### src/rtl/cur_pkg.sv
// Shared definitions for the cursor overlay: pattern code width and meanings.
// Assumes two bits per cursor pixel.
package cur_pkg;
    localparam int CODE_W = 2;

    typedef enum logic [CODE_W-1:0] {
        CODE_SECOND  = 2'b00,
        CODE_FIRST   = 2'b01,
        CODE_CLEAR   = 2'b10,
        CODE_SPECIAL = 2'b11
    } cur_code_e;
endpackage

### src/rtl/cur_pattern_ram.sv
// Cursor pattern storage: one byte-wide write port and one synchronous read port.
// A read of an address being written in the same cycle returns the old byte.
module cur_pattern_ram #(
    parameter int DATA_W = 8,
    parameter int DEPTH  = 256,
    localparam int AW    = $clog2(DEPTH)
) (
    input  logic              clk,
    input  logic              wr_en,
    input  logic [AW-1:0]     wr_addr,
    input  logic [DATA_W-1:0] wr_data,
    input  logic [AW-1:0]     rd_addr,
    output logic [DATA_W-1:0] rd_data
);
    logic [DATA_W-1:0] mem [DEPTH];

    // Store the host byte.
    always_ff @(posedge clk) begin
        if (wr_en) mem[wr_addr] <= wr_data;
    end

    // Registered lookup for the pixel path.
    always_ff @(posedge clk) begin
        rd_data <= mem[rd_addr];
    end
endmodule

### src/rtl/cur_window.sv
// Cursor placement: derives the clamped top-left corner, tests whether the
// current raster position lies inside the cursor square, and forms the
// pattern byte address and the pixel index inside that byte.
// Assumes the offsets are narrower than the screen coordinates.
module cur_window #(
    parameter int XW      = 12,
    parameter int YW      = 12,
    parameter int CUR_DIM = 32,
    parameter int SUB_W   = 2,
    localparam int CL     = $clog2(CUR_DIM),
    localparam int AW     = 2*CL - SUB_W
) (
    input  logic             clk,
    input  logic             rst_n,
    input  logic             en,
    input  logic             in_valid,
    input  logic [CL-1:0]    off_x,
    input  logic [CL-1:0]    off_y,
    input  logic [XW-1:0]    pos_x,
    input  logic [YW-1:0]    pos_y,
    input  logic [XW-1:0]    in_x,
    input  logic [YW-1:0]    in_y,
    output logic             hit,
    output logic [AW-1:0]    addr,
    output logic [SUB_W-1:0] sub
);
    logic [XW-1:0] org_x, dx;
    logic [YW-1:0] org_y, dy;
    logic          in_x_rng, in_y_rng;

    // Corner = hot-spot position minus offset, floored at zero.
    always_comb begin
        org_x = (pos_x >= XW'(off_x)) ? pos_x - XW'(off_x) : '0;
        org_y = (pos_y >= YW'(off_y)) ? pos_y - YW'(off_y) : '0;
    end

    // Coverage test and pattern addressing.
    always_comb begin
        dx       = in_x - org_x;
        dy       = in_y - org_y;
        in_x_rng = (in_x >= org_x) && (dx < XW'(CUR_DIM));
        in_y_rng = (in_y >= org_y) && (dy < YW'(CUR_DIM));
        hit      = en && in_x_rng && in_y_rng;
        addr     = {dy[CL-1:0], dx[CL-1:SUB_W]};
        sub      = dx[SUB_W-1:0];
    end


    hotspot_cover_chk: assert property (@(posedge clk) disable iff (!rst_n)
        (in_valid && en && in_x == pos_x && in_y == pos_y) |-> hit);
endmodule

### src/rtl/cur_color_mux.sv
// Output selection for one pixel from its pattern code, coverage flag and mode.
// Assumes the colour inputs are stable for the cycle the pixel is in this stage.
module cur_color_mux
    import cur_pkg::*;
#(
    parameter int PIX_W = 24
) (
    input  logic             hit,
    input  logic             mode,
    input  cur_code_e        code,
    input  logic [PIX_W-1:0] pix,
    input  logic [PIX_W-1:0] col_first,
    input  logic [PIX_W-1:0] col_second,
    input  logic [PIX_W-1:0] col_aux,
    output logic [PIX_W-1:0] result
);
    // Substitute, pass or complement according to the code.
    always_comb begin
        result = pix;
        if (hit) begin
            unique case (code)
                CODE_SECOND:  result = col_second;
                CODE_FIRST:   result = col_first;
                CODE_CLEAR:   result = pix;
                CODE_SPECIAL: result = mode ? col_aux : ~pix;
                default:      result = pix;
            endcase
        end
    end
endmodule

### src/rtl/cursor_overlay.sv
// Cursor overlay top: stage 0 tests coverage and addresses the pattern
// memory, stage 1 picks the two-bit code out of the fetched byte and
// selects the output pixel, which is registered. Latency is two cycles.
// Assumes settings are held while pixels are in flight.
module cursor_overlay
    import cur_pkg::*;
#(
    parameter int PIX_W   = 24,
    parameter int XW      = 12,
    parameter int YW      = 12,
    parameter int CUR_DIM = 32,
    parameter int BYTE_W  = 8,
    localparam int CL           = $clog2(CUR_DIM),
    localparam int PIX_PER_BYTE = BYTE_W / CODE_W,
    localparam int SUB_W        = $clog2(PIX_PER_BYTE),
    localparam int BYTES_PER_ROW = CUR_DIM / PIX_PER_BYTE,
    localparam int RAM_DEPTH    = CUR_DIM * BYTES_PER_ROW,
    localparam int AW           = $clog2(RAM_DEPTH)
) (
    input  logic              clk,
    input  logic              rst_n,
    input  logic              pat_we,
    input  logic [AW-1:0]     pat_addr,
    input  logic [BYTE_W-1:0] pat_wdata,
    input  logic              cur_en,
    input  logic              cur_mode,
    input  logic [CL-1:0]     hot_off_x,
    input  logic [CL-1:0]     hot_off_y,
    input  logic [XW-1:0]     hot_pos_x,
    input  logic [YW-1:0]     hot_pos_y,
    input  logic [PIX_W-1:0]  col_first,
    input  logic [PIX_W-1:0]  col_second,
    input  logic [PIX_W-1:0]  col_aux,
    input  logic              in_valid,
    input  logic [XW-1:0]     in_x,
    input  logic [YW-1:0]     in_y,
    input  logic [PIX_W-1:0]  in_pix,
    output logic              out_valid,
    output logic [PIX_W-1:0]  out_pix
);
    logic              s0_hit;
    logic [AW-1:0]     s0_addr;
    logic [SUB_W-1:0]  s0_sub;
    logic              s1_valid, s1_hit;
    logic [SUB_W-1:0]  s1_sub;
    logic [PIX_W-1:0]  s1_pix;
    logic [BYTE_W-1:0] ram_rdata;
    cur_code_e         s1_code;
    logic [PIX_W-1:0]  mux_pix;
    logic [1:0]        age;

    cur_window #(
        .XW(XW), .YW(YW), .CUR_DIM(CUR_DIM), .SUB_W(SUB_W)
    ) u_window (
        .clk(clk), .rst_n(rst_n), .en(cur_en), .in_valid(in_valid),
        .off_x(hot_off_x), .off_y(hot_off_y),
        .pos_x(hot_pos_x), .pos_y(hot_pos_y),
        .in_x(in_x), .in_y(in_y),
        .hit(s0_hit), .addr(s0_addr), .sub(s0_sub)
    );

    cur_pattern_ram #(.DATA_W(BYTE_W), .DEPTH(RAM_DEPTH)) u_ram (
        .clk(clk), .wr_en(pat_we), .wr_addr(pat_addr), .wr_data(pat_wdata),
        .rd_addr(s0_addr), .rd_data(ram_rdata)
    );

    // Stage 1: carry pixel and coverage alongside the memory read.
    always_ff @(posedge clk) begin
        if (!rst_n) begin
            s1_valid <= 1'b0;
            s1_hit   <= 1'b0;
            s1_sub   <= '0;
            s1_pix   <= '0;
        end else begin
            s1_valid <= in_valid;
            s1_hit   <= s0_hit;
            s1_sub   <= s0_sub;
            s1_pix   <= in_pix;
        end
    end

    // Pick this pixel's code out of the fetched byte (low column in low bits).
    always_comb begin
        s1_code = cur_code_e'(ram_rdata[s1_sub*CODE_W +: CODE_W]);
    end

    cur_color_mux #(.PIX_W(PIX_W)) u_mux (
        .hit(s1_hit), .mode(cur_mode), .code(s1_code), .pix(s1_pix),
        .col_first(col_first), .col_second(col_second), .col_aux(col_aux),
        .result(mux_pix)
    );

    // Output register.
    always_ff @(posedge clk) begin
        if (!rst_n) begin
            out_valid <= 1'b0;
            out_pix   <= '0;
        end else begin
            out_valid <= s1_valid;
            out_pix   <= mux_pix;
        end
    end

    // Cycles since reset, saturating, to bound look-back in checks.
    always_ff @(posedge clk) begin
        if (!rst_n)          age <= '0;
        else if (age != 2'd3) age <= age + 2'd1;
    end


    valid_latency_chk: assert property (@(posedge clk) disable iff (!rst_n)
        (age >= 2'd2) |-> (out_valid == $past(in_valid, 2)));


    disabled_pass_chk: assert property (@(posedge clk) disable iff (!rst_n)
        (age >= 2'd2 && out_valid && !$past(cur_en, 2)) |-> (out_pix == $past(in_pix, 2)));


    clear_code_chk: assert property (@(posedge clk) disable iff (!rst_n)
        (s1_valid && s1_hit && s1_code == CODE_CLEAR) |=> (out_pix == $past(s1_pix)));


    first_colour_chk: assert property (@(posedge clk) disable iff (!rst_n)
        (s1_valid && s1_hit && s1_code == CODE_FIRST) |=> (out_pix == $past(col_first)));
endmodule

### config.mk
export PLATFORM = sky130hd
export DESIGN_NAME = cursor_overlay
export DESIGN_NICKNAME = d
export VERILOG_FILES = /design/src/rtl/cur_pkg.sv /design/src/rtl/cur_pattern_ram.sv /design/src/rtl/cur_window.sv /design/src/rtl/cur_color_mux.sv /design/src/rtl/cursor_overlay.sv
export SDC_FILE = /design/constraint.sdc
export NUM_CORES = 2
export LEC_CHECK = 0
export BUFFER_PORTS_ARGS = -buffer_cell sky130_fd_sc_hd__buf_4
export CAP_MARGIN = 20
export CORE_UTILIZATION = 45
export CTS_CLUSTER_DIAMETER = 80
export DETAILED_ROUTE_END_ITERATION = 6
export MAX_ROUTING_LAYER = met4
export RECOVER_POWER = 100
export SYNTH_ARGS = -nofsm -noshare
export SYNTH_HDL_FRONTEND = slang
export SYNTH_HIERARCHICAL = 1
export SYNTH_SLANG_ARGS = --single-unit
export TNS_END_PERCENT = 20
### constraint.sdc
create_clock -name clk -period 5 [get_ports clk]
set_clock_uncertainty 0.1 [all_clocks]
set_input_delay 0.5 -clock clk [delete_from_list [all_inputs] [get_ports clk]]
set_output_delay 0.5 -clock clk [all_outputs]
set_load 0.005 [all_outputs]
==> impl_metrics.ini <==
[synth]
synthTopCellsByArea = edfxtp_1 73%, mux4_2 12%, mux2i_1 1.6%
synth_compound_area_frac = 0.0427
synth-adder-area-share = 0.00600
seq_area_frac_synth = 0.745
synth_top_area_frac = 0.730
synth-edff-count = 2048
synth_area_per_cell_um2 = 19.4
synth_cells = 4339
syn_nets = 4553
synthesis.area_mm2 = 0.0842
yosys_warnings = 6
synth_top_family_by_area = multiplexers
synthSimpleGateAreaFrac = 0.0403
synth-async-reset-ratio = 0
ys_seq_elements = 2109
synth_xor_area_frac = 0.00281
synth_top_cell_by_area = edfxtp_1
synth_cell_types = 75
ys.flop_type = edfxtp_1
muxShareOfSynthArea = 0.142

[floorplanning]
die-area_mm2 = 0.189
die_h_um = 435
std_cell_rows = 158
chipWidth_um = 435
ioPinCount = 201
core_mm2 = 0.186
start_util = 0.454

[drt]
vias = 45604
wl_per_cell_um = 28.9
viasPerCell = 5.91
first_pass_iters = 5
drt_iter0_drc = 4434
routed_wl_um = 223000
antenna_left = 0
route.detailed.drc = 0

[outcome]
status = finished, violations left
violations = max-capacitance violations, max-slew violations

[timing]
max_freq_mhz = 206
drv_slew = 2017
hold_ws_ns = 0.0440
relSlewSlack = -1.90
fin_crit_ns = 4.86
setup_viol = 0
hold_viol = 0
period_share = 0.973
worst_pin_slew_ns = 4.35
rsz0062_at_grt = no
final.setup.tns_ns = 0

[power_and_ir_drop]
comb_power_share = 0.284
finalPower_mw = 48.4
p_switching_mw = 14.0
ir_drop_mv = 0.325
p_leak_nw = 32.1
p_int_mw = 34.4
pwr-share-clk = 0.313
powerDensity_mw_per_mm2 = 490
swShare = 0.290
pwr-share-seq = 0.404

[min_path]
min_from = rst_n
hold_end = out_pix[22]
whs_path_depth = 2
hold_class = input port to register

[worst_setup_path]
crit_path_start_kind = input port
cp.arrival_ns = 5.50
critPathCaptureType = register
critPathRequiredTime_ns = 5.63
r2r_cells = 7
timing.rr.end = out_pix[9]
crit_slowest_cell = mux4_2
slowest_delay_ns = 0.53
r2r_slack_ns = 0.57
critPathKind = input port to register
r2r_start = s1_sub[0]
crit_path_max_fanout = 20

[cts]
root_buffer = clkbuf_16
cts_setup_buffers = 0
clock_sinks = 2109
cts_buffers = 211
cts_htree_levels = 4
path_clk_slew_ns = 0.06
cts_tree = yes
clkLatencyLatePin_ns = 0.86
max-clock-path-buffers = 3

[layout]
syn2layout_area_growth_pct = 17.3
seq_area_mm2 = 0.0627
drive_gt1_frac = 0.279
multiInputGateArea_mm2 = 0.0198
stdcell_count = 7717
fin_nets = 5262
post-route-util = 0.532
fillers = 14555

[global_route]
antenna_found_initial = 7
grt_usage = 0.243
grt_pass1_vias = 45107
grt_max_degree = 154
grt_pass1_wl_um = 320000
overflow = 0

[placement]
portBuffers = 200
dp_hpwl_um = 146000
gp_congestion = 0.935
dp.cells = 7282

[run]
drv_cap = 27
[worst max path at each step]
stage,start,end,slack [ns],depth (start not counted)
after detailed placement,hot_pos_x[0],u_ram/rd_data[0],-0.81,24
final,hot_pos_x[0],u_ram/rd_data[6],0.14,26
after global placement,hot_pos_x[0],u_ram/rd_data[0],-0.79,24
after floorplan,hot_off_x[2],u_ram/rd_data[0],0.10,23
after CTS,hot_pos_x[0],u_ram/rd_data[0],0.06,29
after global routing,hot_pos_x[0],u_ram/rd_data[0],0.01,24
[registers in the layout, indices dropped and copies added, names as in the netlist]
name	flops
u_ram/rd_data	8
s1_pix	24
out_valid	1
s1_hit	1
u_ram/mem	2048
s1_sub	2
out_pix	24
s1_valid	1
[timing repair]
action	in CTS	in global routing
hold buffers	32	0
endpoints found under the hold margin	31	0
endpoints found under the setup margin	0	8
gates resized for setup	0	9
[power groups by stage]
stage / clock [mW] / sequential (mW) / combinational, mW
after floorplan: 0 / 19.9 / 7.47
after global placement: 0 / 19.9 / 13.7
after detailed placement: 0 / 19.9 / 13.7
after CTS: 15.4 / 19.5 / 13.7
after global routing: 16.1 / 19.6 / 14.3
final: 15.1 / 19.6 / 13.7
[metrics by stage]
step	setup WS (ns)	instance area (µm²)
after floorplan	0.103	84200
after global placement	-0.787	92200
after detailed placement	-0.810	92200
after CTS	0.0639	99200
after global routing	0.0117	98800
final	0.136	98800
[placed cells by master, fill, tap and decap left out, drive strengths merged, types with 15 or more instances in the layout]
master	n
a211oi	19
o21ai	51
buf	607
nor2b	39
clkinv	104
a221oi	15
nand3	42
clkbuf	381
ha	34
dfxtp	61
inv	66
a21oi	139
o22ai	31
nand2b	68
nand2	70
mux2i	135
nor4	34
nor2	328
xnor2	15
mux2	25
o221ai	47
o32ai	28
a22oi	133
mux4	458
and2	59
dlygate4sd3	32
edfxtp	2048
nor3	30
[logic make-up (layout without fill, tap and decap cells)]
group | Yosys count | in the layout
AND/OR/NAND/NOR | 707 | 707
other | 0 | 6
XOR/XNOR | 27 | 27
buffers and inverters | 318 | 1210
adder cells (fa/ha/maj) | 38 | 38
AO/OA/AOI/OAI | 522 | 522
flip-flops | 2109 | 2109
multiplexers | 618 | 618
[final cells by class]
type                            count  area share
Antenna cell                        6    0.000152
Timing Repair Buffer              755      0.0637
Inverter                           59     0.00225
Tap cell                         2480      0.0314
Multi-Input combinational cell   1912       0.201
Clock buffer                      266      0.0562
Clock inverter                    130      0.0108
Sequential cell                  2109       0.635
[cells in the mapped netlist, types with 5 or more instances]
cell type     n
xor2_1       12
nand3_1      42
o221ai_1     46
dfxtp_1      61
a22oi_1     133
nand4_1      12
o21ai_1      14
nor3_1       30
o22a_1        5
buf_4        28
mux2i_1     135
a31oi_1       6
or2_2         5
o21ai_0      37
buf_8        13
a221oi_1     13
ha_1         34
buf_12        8
nor2b_1      39
nand2_1      70
mux2_2       25
nor4_1       31
edfxtp_1   2048
buf_1        22
a22o_1       10
buf_2        37
and2_1       59
nand2b_1     68
o32ai_1      27
mux4_2      454
a21oi_1     138
nor2_1      328
a211oi_1     18
xnor2_1      15
clkbuf_1    125
o211ai_1     10
inv_1        58
o22ai_1      31
buf_6        26
[metal layers]
metal | global-route usage | vias up | routed length, µm
met2 | 0.377 | 1951 | 107000
li1 | - | 19275 | -
met5 | - | - | 0
met1 | 0.331 | 24034 | 92400
met4 | 0.0691 | 0 | 6400
met3 | 0.0421 | 344 | 17200
[worst max-delay path, delay by kind of cell]
kind                       cells  cell delay (ns)
xor gates and xnor gates       1             0.17
muxes                          2             0.83
buffers and inverters          8             1.40
AOI/OAI and AO/OA              5             0.98
and+or+nand+nor                6             0.53
adders and majority gates      4             1.05
Note: power is estimated with default switching activity, not from simulation.
